<file path="src/rtl/mfm_fmt_pkg.sv">
package mfm_fmt_pkg;

    localparam int MAX_SIZE_CODE = 7;
    localparam int SEC_W         = 8;
    localparam int CNT_W         = $clog2((128 << MAX_SIZE_CODE) + 1);
    localparam int LEN_W         = CNT_W + 1;

    localparam logic [7:0] B_GAP  = 8'h4E;
    localparam logic [7:0] B_SYNC = 8'h00;
    localparam logic [7:0] B_A1   = 8'hA1;
    localparam logic [7:0] B_C2   = 8'hC2;
    localparam logic [7:0] B_IXAM = 8'hFC;
    localparam logic [7:0] B_IDAM = 8'hFE;
    localparam logic [7:0] B_DAM  = 8'hFB;
    localparam logic [7:0] B_DDAM = 8'hF8;

    localparam int L_GAP0      = 80;
    localparam int L_SYNC      = 12;
    localparam int L_MARK      = 3;
    localparam int L_GAP1_STD  = 50;
    localparam int L_GAP1_ISO  = 32;
    localparam int L_IDFLD     = 4;
    localparam int L_CRC       = 2;
    localparam int L_GAP2_STD  = 22;
    localparam int L_GAP2_PERP = 41;

    typedef enum logic [1:0] {
        LAY_IBM  = 2'd0,
        LAY_ISO  = 2'd1,
        LAY_PERP = 2'd2,
        LAY_ALT  = 2'd3
    } layout_e;

    typedef enum logic [4:0] {
        SEG_IDLE, SEG_GAP0, SEG_SYNC0, SEG_IXMK, SEG_IXAM, SEG_GAP1,
        SEG_IDSYNC, SEG_IDMK, SEG_IDAM, SEG_IDFLD, SEG_IDCRC, SEG_GAP2,
        SEG_DSYNC, SEG_DMK, SEG_DAM, SEG_DATA, SEG_DCRC, SEG_GAP3,
        SEG_GAP4, SEG_DONE
    } seg_e;

    typedef struct packed {
        layout_e    layout;
        logic [7:0] nsec;
        logic [7:0] gap3;
        logic [2:0] size;
        logic [7:0] fill;
        logic       deleted;
        logic [7:0] track;
        logic [7:0] head;
        logic [7:0] sbase;
    } cfg_t;

    typedef struct packed {
        logic [7:0] data;
        logic       mark;
        logic       crc;
    } obyte_t;

    function automatic logic [LEN_W-1:0] seg_len(input seg_e s, input cfg_t c);
        case (s)
            SEG_GAP0:                     return LEN_W'(L_GAP0);
            SEG_SYNC0, SEG_IDSYNC,
            SEG_DSYNC:                    return LEN_W'(L_SYNC);
            SEG_IXMK, SEG_IDMK, SEG_DMK:  return LEN_W'(L_MARK);
            SEG_GAP1:  return (c.layout == LAY_ISO) ? LEN_W'(L_GAP1_ISO) : LEN_W'(L_GAP1_STD);
            SEG_IDFLD:                    return LEN_W'(L_IDFLD);
            SEG_IDCRC, SEG_DCRC:          return LEN_W'(L_CRC);
            SEG_GAP2:  return (c.layout == LAY_PERP) ? LEN_W'(L_GAP2_PERP) : LEN_W'(L_GAP2_STD);
            SEG_DATA:                     return LEN_W'(128) << c.size;
            SEG_GAP3:                     return LEN_W'(c.gap3);
            default:                      return LEN_W'(1);
        endcase
    endfunction

    function automatic logic seg_busy(input seg_e s);
        return (s != SEG_IDLE) && (s != SEG_DONE);
    endfunction

endpackage

</file>
<file path="src/rtl/mfm_seq_fsm.sv">
module mfm_seq_fsm
    import mfm_fmt_pkg::*;
(
    input  logic             clk,
    input  logic             rst,
    input  logic             start,
    input  logic             index_pulse,
    input  logic             out_ready,
    input  cfg_t             cfg_in,
    output seg_e             seg,
    output logic [CNT_W-1:0] cnt,
    output logic [SEC_W-1:0] sec,
    output cfg_t             cfg
);

    logic [LEN_W-1:0] len;
    logic             last;
    logic             busy;
    logic             sec_last;
    seg_e             sec_end;
    seg_e             nxt;

    assign len      = seg_len(seg, cfg);
    assign last     = (LEN_W'(cnt) + LEN_W'(1)) == len;
    assign busy     = seg_busy(seg);
    assign sec_last = ({1'b0, sec} + (SEC_W+1)'(1)) == (SEC_W+1)'(cfg.nsec);
    assign sec_end  = sec_last ? SEG_GAP4 : SEG_IDSYNC;

    always_comb begin
        case (seg)
            SEG_GAP0:   nxt = SEG_SYNC0;
            SEG_SYNC0:  nxt = SEG_IXMK;
            SEG_IXMK:   nxt = SEG_IXAM;
            SEG_IXAM:   nxt = SEG_GAP1;
            SEG_GAP1:   nxt = (cfg.nsec == 8'd0) ? SEG_GAP4 : SEG_IDSYNC;
            SEG_IDSYNC: nxt = SEG_IDMK;
            SEG_IDMK:   nxt = SEG_IDAM;
            SEG_IDAM:   nxt = SEG_IDFLD;
            SEG_IDFLD:  nxt = SEG_IDCRC;
            SEG_IDCRC:  nxt = SEG_GAP2;
            SEG_GAP2:   nxt = SEG_DSYNC;
            SEG_DSYNC:  nxt = SEG_DMK;
            SEG_DMK:    nxt = SEG_DAM;
            SEG_DAM:    nxt = SEG_DATA;
            SEG_DATA:   nxt = SEG_DCRC;
            SEG_DCRC:   nxt = (cfg.gap3 != 8'd0) ? SEG_GAP3 : sec_end;
            SEG_GAP3:   nxt = sec_end;
            default:    nxt = seg;
        endcase
    end

    always_ff @(posedge clk) begin
        if (rst) begin
            seg <= SEG_IDLE;
            cnt <= '0;
            sec <= '0;
            cfg <= '0;
        end else begin
            case (seg)
                SEG_IDLE, SEG_DONE: begin
                    if (start) begin
                        cfg <= cfg_in;
                        seg <= (cfg_in.layout == LAY_ISO) ? SEG_GAP1 : SEG_GAP0;
                        cnt <= '0;
                        sec <= '0;
                    end
                end
                SEG_GAP4: begin
                    if (index_pulse) seg <= SEG_DONE;
                end
                default: begin
                    if (out_ready) begin
                        if (last) begin
                            seg <= nxt;
                            cnt <= '0;
                            if (nxt == SEG_IDSYNC && (seg == SEG_DCRC || seg == SEG_GAP3))
                                sec <= sec + SEC_W'(1);
                        end else begin
                            cnt <= cnt + CNT_W'(1);
                        end
                    end
                end
            endcase
        end
    end


    stall_hold_chk: assert property (@(posedge clk) disable iff (rst)
        (busy && !out_ready && seg != SEG_GAP4) |=> ($stable(seg) && $stable(cnt)));


    cfg_frozen_chk: assert property (@(posedge clk) disable iff (rst)
        busy |=> $stable(cfg));


    index_end_chk: assert property (@(posedge clk) disable iff (rst)
        (seg == SEG_GAP4 && index_pulse) |=> (seg == SEG_DONE));


    no_sector_chk: assert property (@(posedge clk) disable iff (rst)
        (seg == SEG_GAP1 && last && out_ready && cfg.nsec == 8'd0) |=> (seg == SEG_GAP4));

endmodule

</file>
<file path="src/rtl/mfm_byte_gen.sv">
module mfm_byte_gen
    import mfm_fmt_pkg::*;
(
    input  seg_e             seg,
    input  logic [CNT_W-1:0] cnt,
    input  logic [SEC_W-1:0] sec,
    input  cfg_t             cfg,
    output obyte_t           ob
);

    logic [7:0] id_byte;

    always_comb begin
        case (cnt[1:0])
            2'd0:    id_byte = cfg.track;
            2'd1:    id_byte = cfg.head;
            2'd2:    id_byte = cfg.sbase + 8'(sec);
            default: id_byte = {5'd0, cfg.size};
        endcase
    end

    always_comb begin
        ob = '{data: B_GAP, mark: 1'b0, crc: 1'b0};
        case (seg)
            SEG_SYNC0, SEG_IDSYNC, SEG_DSYNC: ob.data = B_SYNC;
            SEG_IXMK:  begin ob.data = B_C2; ob.mark = 1'b1; end
            SEG_IDMK, SEG_DMK: begin ob.data = B_A1; ob.mark = 1'b1; end
            SEG_IXAM:  ob.data = B_IXAM;
            SEG_IDAM:  ob.data = B_IDAM;
            SEG_IDFLD: ob.data = id_byte;
            SEG_IDCRC, SEG_DCRC: begin ob.data = 8'h00; ob.crc = 1'b1; end
            SEG_DAM:   ob.data = cfg.deleted ? B_DDAM : B_DAM;
            SEG_DATA:  ob.data = cfg.fill;
            default:   ob.data = B_GAP;
        endcase
    end

endmodule

</file>
<file path="src/rtl/mfm_track_fmt.sv">
module mfm_track_fmt
    import mfm_fmt_pkg::*;
(
    input  logic       clk,
    input  logic       rst,
    input  logic       start,
    input  logic       index_pulse,
    input  logic [1:0] layout_sel,
    input  logic [7:0] sector_count,
    input  logic [7:0] gap3_len,
    input  logic [2:0] size_code,
    input  logic [7:0] fill_byte,
    input  logic       deleted_mark,
    input  logic [7:0] id_track,
    input  logic [7:0] id_head,
    input  logic [7:0] id_first_sector,
    input  logic       out_ready,
    output logic       out_valid,
    output logic [7:0] out_byte,
    output logic       out_mark,
    output logic       out_crc,
    output logic       done
);

    cfg_t             cfg_in;
    cfg_t             cfg;
    seg_e             seg;
    logic [CNT_W-1:0] cnt;
    logic [SEC_W-1:0] sec;
    obyte_t           ob;

    always_comb begin
        cfg_in.layout  = layout_e'(layout_sel);
        cfg_in.nsec    = sector_count;
        cfg_in.gap3    = gap3_len;
        cfg_in.size    = size_code;
        cfg_in.fill    = fill_byte;
        cfg_in.deleted = deleted_mark;
        cfg_in.track   = id_track;
        cfg_in.head    = id_head;
        cfg_in.sbase   = id_first_sector;
    end

    mfm_seq_fsm u_fsm (
        .clk         (clk),
        .rst         (rst),
        .start       (start),
        .index_pulse (index_pulse),
        .out_ready   (out_ready),
        .cfg_in      (cfg_in),
        .seg         (seg),
        .cnt         (cnt),
        .sec         (sec),
        .cfg         (cfg)
    );

    mfm_byte_gen u_gen (
        .seg (seg),
        .cnt (cnt),
        .sec (sec),
        .cfg (cfg),
        .ob  (ob)
    );

    assign out_valid = seg_busy(seg);
    assign out_byte  = ob.data;
    assign out_mark  = out_valid & ob.mark;
    assign out_crc   = out_valid & ob.crc;
    assign done      = (seg == SEG_DONE);


    mark_byte_chk: assert property (@(posedge clk) disable iff (rst)
        out_mark |-> (out_byte == B_A1 || out_byte == B_C2));


    crc_slot_chk: assert property (@(posedge clk) disable iff (rst)
        out_crc |-> (out_byte == 8'h00 && !out_mark));


    iso_no_c2_chk: assert property (@(posedge clk) disable iff (rst)
        (out_valid && cfg.layout == LAY_ISO) |-> !(out_mark && out_byte == B_C2));


    done_idle_chk: assert property (@(posedge clk) disable iff (rst)
        done |-> !out_valid);


    out_hold_chk: assert property (@(posedge clk) disable iff (rst)
        (out_valid && !out_ready && !index_pulse) |=>
            (out_valid && $stable(out_byte) && $stable(out_mark) && $stable(out_crc)));

endmodule

</file>
<file path="config.mk">
export PLATFORM = sky130hd
export DESIGN_NAME = mfm_track_fmt
export DESIGN_NICKNAME = d
export VERILOG_FILES = /design/src/rtl/mfm_fmt_pkg.sv /design/src/rtl/mfm_seq_fsm.sv /design/src/rtl/mfm_byte_gen.sv /design/src/rtl/mfm_track_fmt.sv
export SDC_FILE = /design/constraint.sdc
export NUM_CORES = 1
export LEC_CHECK = 0
export BUFFER_PORTS_ARGS = -buffer_cell sky130_fd_sc_hd__buf_2
export CAP_MARGIN = 20
export CELL_PAD_IN_SITES_DETAIL_PLACEMENT = 0
export CELL_PAD_IN_SITES_GLOBAL_PLACEMENT = 1
export CORE_MARGIN = 8
export CORE_UTILIZATION = 25
export DETAILED_ROUTE_END_ITERATION = 10
export PLACE_DENSITY = 0.5
export SYNTH_ARGS = -nofsm -noshare
export SYNTH_HDL_FRONTEND = slang
export SYNTH_SLANG_ARGS = --single-unit
</file>
<file path="constraint.sdc">
create_clock -name clk -period 4.1 [get_ports clk]
set_clock_uncertainty 0.05 [all_clocks]
set_input_delay 1.23 -clock clk [delete_from_list [all_inputs] [get_ports clk]]
set_output_delay 1.23 -clock clk [all_outputs]
set_load 0.1 [all_outputs]
</file>
# Word level (Yosys, flattened, before mapping)
# Cells that the tools add are included.
[op_classes] n_shift=1 eq_ne=30 mux=27 bitwise=3 addsub=5 n_reduce_logical=23
[ops] cell="$pmux 16 s9" count=1
[ops] cell="$pmux 5 s17" count=1
[ops] cell="$pmux 8 s8" count=1
[ops] cell="$mux 15" count=3
[ops] cell="$eq 5x4->1 const B" count=8
[ops] cell="$mux 5" count=8
[ops] cell="$mux 8" count=4
[ops] cell="$pmux 15 s2" count=1
[ops] cell="$eq 5x3->1 const B" count=5
[ops] cell="$pmux 8 s3" count=1
[ops] cell="$eq 5x5->1 const B" count=4
[ops] cell="$add 15x1->16 const B" count=1
[ops] cell="$eq 16x16->1" count=1
[ops] cell="$pmux 8 s2" count=1
[ops] cell="$shl 8x3->16 const A" count=1
[ops] cell="$add 15x1->15 const B" count=1
[ops] cell="$eq 5x2->1 const B" count=2
[ops] cell="$pmux 5 s2" count=1
[ops] cell="$add 8x1->9 const B" count=1
[ops] cell="$eq 9x8->1" count=1
[ops] cell="$add 8x1->8 const B" count=1
[ops] cell="$add 8x8->8" count=1
[ops] cell="$logic_not 8->1" count=1
[ops] cell="$reduce_bool 8->1" count=1
[ops] cell="25 further kinds" count=38
[totals] ff_bits=82 out_inout_bits=12 word_cells=101 in_bits=59

# Depth between registers and ports, before layout
[depth] word_depth=11 depth_mapped=13 depth_no_buf=10

# Cells and area by module
# Synthesis repeated with hierarchy kept, for this count alone.
[unflattened] cells_unflattened=744 area_unflattened_um2=5494.0
[by_module_without_submodules] module="mfm_seq_fsm" cells_per_inst=610 seq_area_each_um2=1641.6 area_per_inst_um2=4545.6 n_inst=1
[by_module_without_submodules] module="mfm_byte_gen" cells_per_inst=127 seq_area_each_um2=0.0 area_per_inst_um2=894.6 n_inst=1
[by_module_without_submodules] module="mfm_track_fmt" cells_per_inst=7 seq_area_each_um2=0.0 area_per_inst_um2=53.8 n_inst=1

# Worst setup path after synthesis
# Ideal clock, no wire load.
[synth_timing] path_kind="reg2out" start="register u_fsm.seg[4]" end="output out_crc" path_buffers=4 t_required_ps=2820 path_stages_with_launch=7 setup_slack_ps=-455 t_arrival_ps=3275 path_cell_list="dfxtp_1 > buf_2 > buf_2 > clkbuf_1 > clkbuf_1 > a21oi_1 > nor3_1"
[synth_between] elab_chain_cells=4 elab_cells_between_ends=8 classes_between="eq/ne: 3; mux: 1; bitwise: 1; reduce/logical: 3"
[synth_rtl] item="start, declared" line_no="mfm_seq_fsm.sv:10" source="output seg_e seg,"
[synth_rtl] item="start signal, assigned" line_no="mfm_seq_fsm.sv:63" source="seg <= (cfg_in.layout == LAY_ISO) ? SEG_GAP1 : SEG_GAP0;"
[synth_rtl] item="start signal, assigned" line_no="mfm_seq_fsm.sv:74" source="seg <= nxt;"
[synth_rtl] item="$eq 5x4->1 or $eq 5x5->1 (tied branches)" line_no="mfm_byte_gen.sv:24" source="case (seg)"
[synth_rtl] item="$reduce_or 2->1" line_no="mfm_byte_gen.sv:24"
[synth_rtl] item="$mux 1" line_no="mfm_byte_gen.sv:24"
[synth_rtl] item="$and 1x1->1 (*)" line_no="mfm_track_fmt.sv:68" source="assign out_crc = out_valid & ob.crc;"
[synth_rtl] item="end, declared" line_no="mfm_track_fmt.sv:21" source="output logic out_crc,"
# Mark *: on every way between the ends. The rest lies on a longest branch, timed or not.

# Worst setup path in the final report
[layout_timing] start="register u_fsm.sec[0]" end="output out_byte[6]"
[layout_between] elab_chain_cells=3
[layout_rtl] item="start, declared" line_no="mfm_seq_fsm.sv:12" source="output logic [SEC_W-1:0] sec,"
[layout_rtl] item="start signal, assigned" line_no="mfm_seq_fsm.sv:77" source="sec <= sec + SEC_W'(1);"
[layout_rtl] item="$add 8x8->8" line_no="mfm_byte_gen.sv:17" source="2'd2: id_byte = cfg.sbase + 8'(sec);"
[layout_rtl] item="$pmux 8 s3" line_no="mfm_byte_gen.sv:14" source="case (cnt[1:0])"
[layout_rtl] item="$pmux 8 s8" line_no="mfm_byte_gen.sv:24"
[layout_rtl] item="end, declared" line_no="mfm_track_fmt.sv:19" source="output logic [7:0] out_byte,"
# Every way passes these cells.

==> flow_summary.yaml <==
clock_tree:
  cts_made_buffers: 9
  clockBufferDepth: 2
  postCtsSetupRepairBufs: 0
  cts_tree: "yes"
  path_clk_slew_ns: 0.07
  clock_latency_ns: 0.36
  cts_resized: 0
  holdBufCountCts: 0
  cts_max_level: 3
  cts_sinks: 82
  cts_root_buf: "clkbuf_16"
place:
  dpl_cell_area_sq_um: 6172
  place_ws_ns: 0.2965
  gp_congestion: 0.7993
  hpwl_microns: 14720
  port_buffers: 70
worst_setup_path:
  arrival_ns: 2.64
  critPathCaptureType: "output port"
  cp_common_cell: "nor2_1"
  cp_max_fo: 7
  crit_type: "reg2out"
  startpoint_type: "flip-flop"
  crit_buf_inv: 1
  cp_slowest_stage_delay_ns: 0.38
  crit_chain: "ha_4 > fa_2 > a21oi_2 > o21bai_1 > a21oi_1 > nor2_1 > nor2_1 > xnor2_1 > a222oi_1 > o22ai_2 > buf_12"
  slowest_stage: "dfxtp_4"
  required_ns: 2.82
  crit_family: "compound AO/OA/AOI/OAI gates"
finish:
  finalInstanceArea_sq_um: 6496
  nets: 847
  syn_to_final_growth_pct: 19.49
  mostFrequentLayoutCell: "nand2_1"
  drive_above_1_share: 0.1821
  final_cell_mix: "nand2_1 (146), a21oi_1 (83), dfxtp_1 (80)"
  num_antenna_cells: 0
  fin_util: 0.3014
floorplanning:
  die_w_microns: 163.5
  io_pins: 71
  dieArea_sq_um: 26720
  start_util: 0.2522
  coreArea_sq_um: 21550
  dieHeight_microns: 163.5
  core.rowCount: 54
timing:
  fmax_mhz: 255.0
  worstMarginPinSlew_ns: 0.8550
  slew_viol_final: 0
  period_needed_ns: 3.921
  slew_headroom: 0.4300
  setup_ws_ns: 0.1787
  hold_viol: 0
  rsz0062_at_grt: "true"
  finalCritPeriodShare: 0.9564
  setup_viol: 0
yosys:
  yosysTopAreaCell: "dfxtp_1"
  syn_inst: 727
  ys.warnings.count: 0
  synthesis.area_sq_um: 5436
  synth_top_family_by_area: "simple AND/OR/NAND/NOR gates"
  synth_compound_area_frac: 0.2288
  synth_ff_type: "dfxtp_1"
  avgSynthCellArea_sq_um: 7.478
  ys_ff_latch: 82
  synth_top_area_frac: 0.3020
  synthSimpleGateAreaFrac: 0.3031
  synthTopCellsByArea: "dfxtp_1 (30%), nand2_1 (10%), a21oi_1 (7.8%)"
  synth_fa_ha_area_frac: 0.03130
  synth.distinct_cells: 74
  synth_mux_area_frac: 0.01496
  synth_edf_count: 0
  synthXorXnorAreaFrac: 0.05777
  seq_area_frac_synth: 0.3020
  synth_nets: 799
  async_reset_ff_frac: 0
run_status:
  status: "completed"
routing:
  drt_first_pass_iters: 5
  wire_per_inst_microns: 18.34
  drtIter0Drc: 357
  wirelength_microns: 19440
  routed-via-count: 5420
  drc: 0
  post_drt_via_cell_ratio: 5.113
  final_antenna_net_count: 0
grt:
  grt_max_degree: 56
  grt_pass1_wl_microns: 30640
  grt_overflow: 0
  first_global_vias: 5315
  grt_use_total: 0.1478
  antenna_found_initial: 0
pwr:
  p_leak_nw: 2.495
  ir_drop_mv: 0.4620
  totalPowerFinal_mw: 3.835
  p_per_area_nw_per_um2: 590.3
worst_hold_path:
  hold_path.class: "reg2reg"
run:
  drv_cap: 0
==> worst reg2reg max path, stage by stage (launching register included) <==
cell and delay [ns]:
dfxtp_1 0.44, ha_1 0.45, nand4_1 0.26, or4_1 0.60
xor3_1 0.31, nand3_1 0.07, nor4_1 0.23, and4_1 0.55
nand2_4 0.12, or4_4 0.46, o41ai_2 0.20
==> where the power goes <==
| part | total, mW | switching [mW] | internal [mW] |
|---|---|---|---|
| logic | 1.96 | 1.29 | 0.666 |
| clock network | 0.819 | 0.392 | 0.427 |
| registers | 1.06 | 0.129 | 0.926 |
==> metrics by stage <==
stage	hold slack, ns	setup TNS [ns]	instances
after CTS	0.4129	0	1059
final	0.4125	0	1060
after floorplan	0.3832	0	727
after global placement	0.3999	0	1043
after global routing	0.4313	-0.007551	1060
after detailed placement	0.3989	0	1043
==> registers in the layout, summed over array words and instances, names as in the netlist <==
signal and cells:
u_fsm.seg 5, u_fsm.sec 8, u_fsm.cnt 15, u_fsm.cfg 54
==> logic make-up (layout without fill, tap and decap cells) <==
| family | count (synthesis) | after routing |
|---|---|---|
| buffers and inverters | 73 | 126 |
| adder cells (fa/ha/maj) | 13 | 13 |
| AND/OR/NAND/NOR | 329 | 329 |
| flip-flops | 82 | 82 |
| XOR/XNOR | 31 | 31 |
| multiplexers | 8 | 8 |
| AO/OA/AOI/OAI | 191 | 191 |
==> layer usage <==
layer / part of all wire / track usage
met1: 0.49 / 0.1955
met5: 0 / 0
met2: 0.46 / 0.2378
met4: 0.022 / 0.05372
met3: 0.035 / 0.02419
==> cell type report <==
type | count | area, sq um
clock inverters | 7 | 63.81
repair buffers | 91 | 613.1
multi-input cells | 572 | 3526
flip-flops and latches | 82 | 1647
inverters | 19 | 71.32
well taps | 280 | 350.3
fillers | 2342 | 15060
clock buffers | 9 | 225.2
==> cells in the mapped netlist (all sizes together), types with 3 or more instances <==
cell type	count
nand2	148
a21oi	86
dfxtp	82
nor2	40
clkbuf	33
o21ai	27
nand3	22
buf	21
xnor2	19
inv	18
or4	15
nand2b	14
nor3	14
ha	12
nand4	11
nor2b	10
o22ai	10
and2	9
and3	9
xor2	9
nand3b	8
mux2i	7
nor4	7
or3	7
a211oi	6
a222oi	6
a31oi	6
o21bai	4
o31ai	4
a21boi	3
a21o	3
a221o	3
a221oi	3
a22o	3
a311oi	3
a41oi	3
and4	3
nand4b	3
nor3b	3
o41ai	3
or2	3
==> final timing paths <==
check / start / slack (ns) / depth (start not counted) / endpoint
setup / recovery: u_fsm.sec[0] / 0.18 / 11 / out_byte[6]
hold / removal: u_fsm.cfg[8] / 0.41 / 2 / u_fsm.cfg[8]
setup reg to reg: u_fsm.cnt[1] / 0.25 / 10 / u_fsm.sec[7]
hold reg to reg: u_fsm.cfg[8] / 0.41 / 2 / u_fsm.cfg[8]
Power figures use the tool's default switching activity.
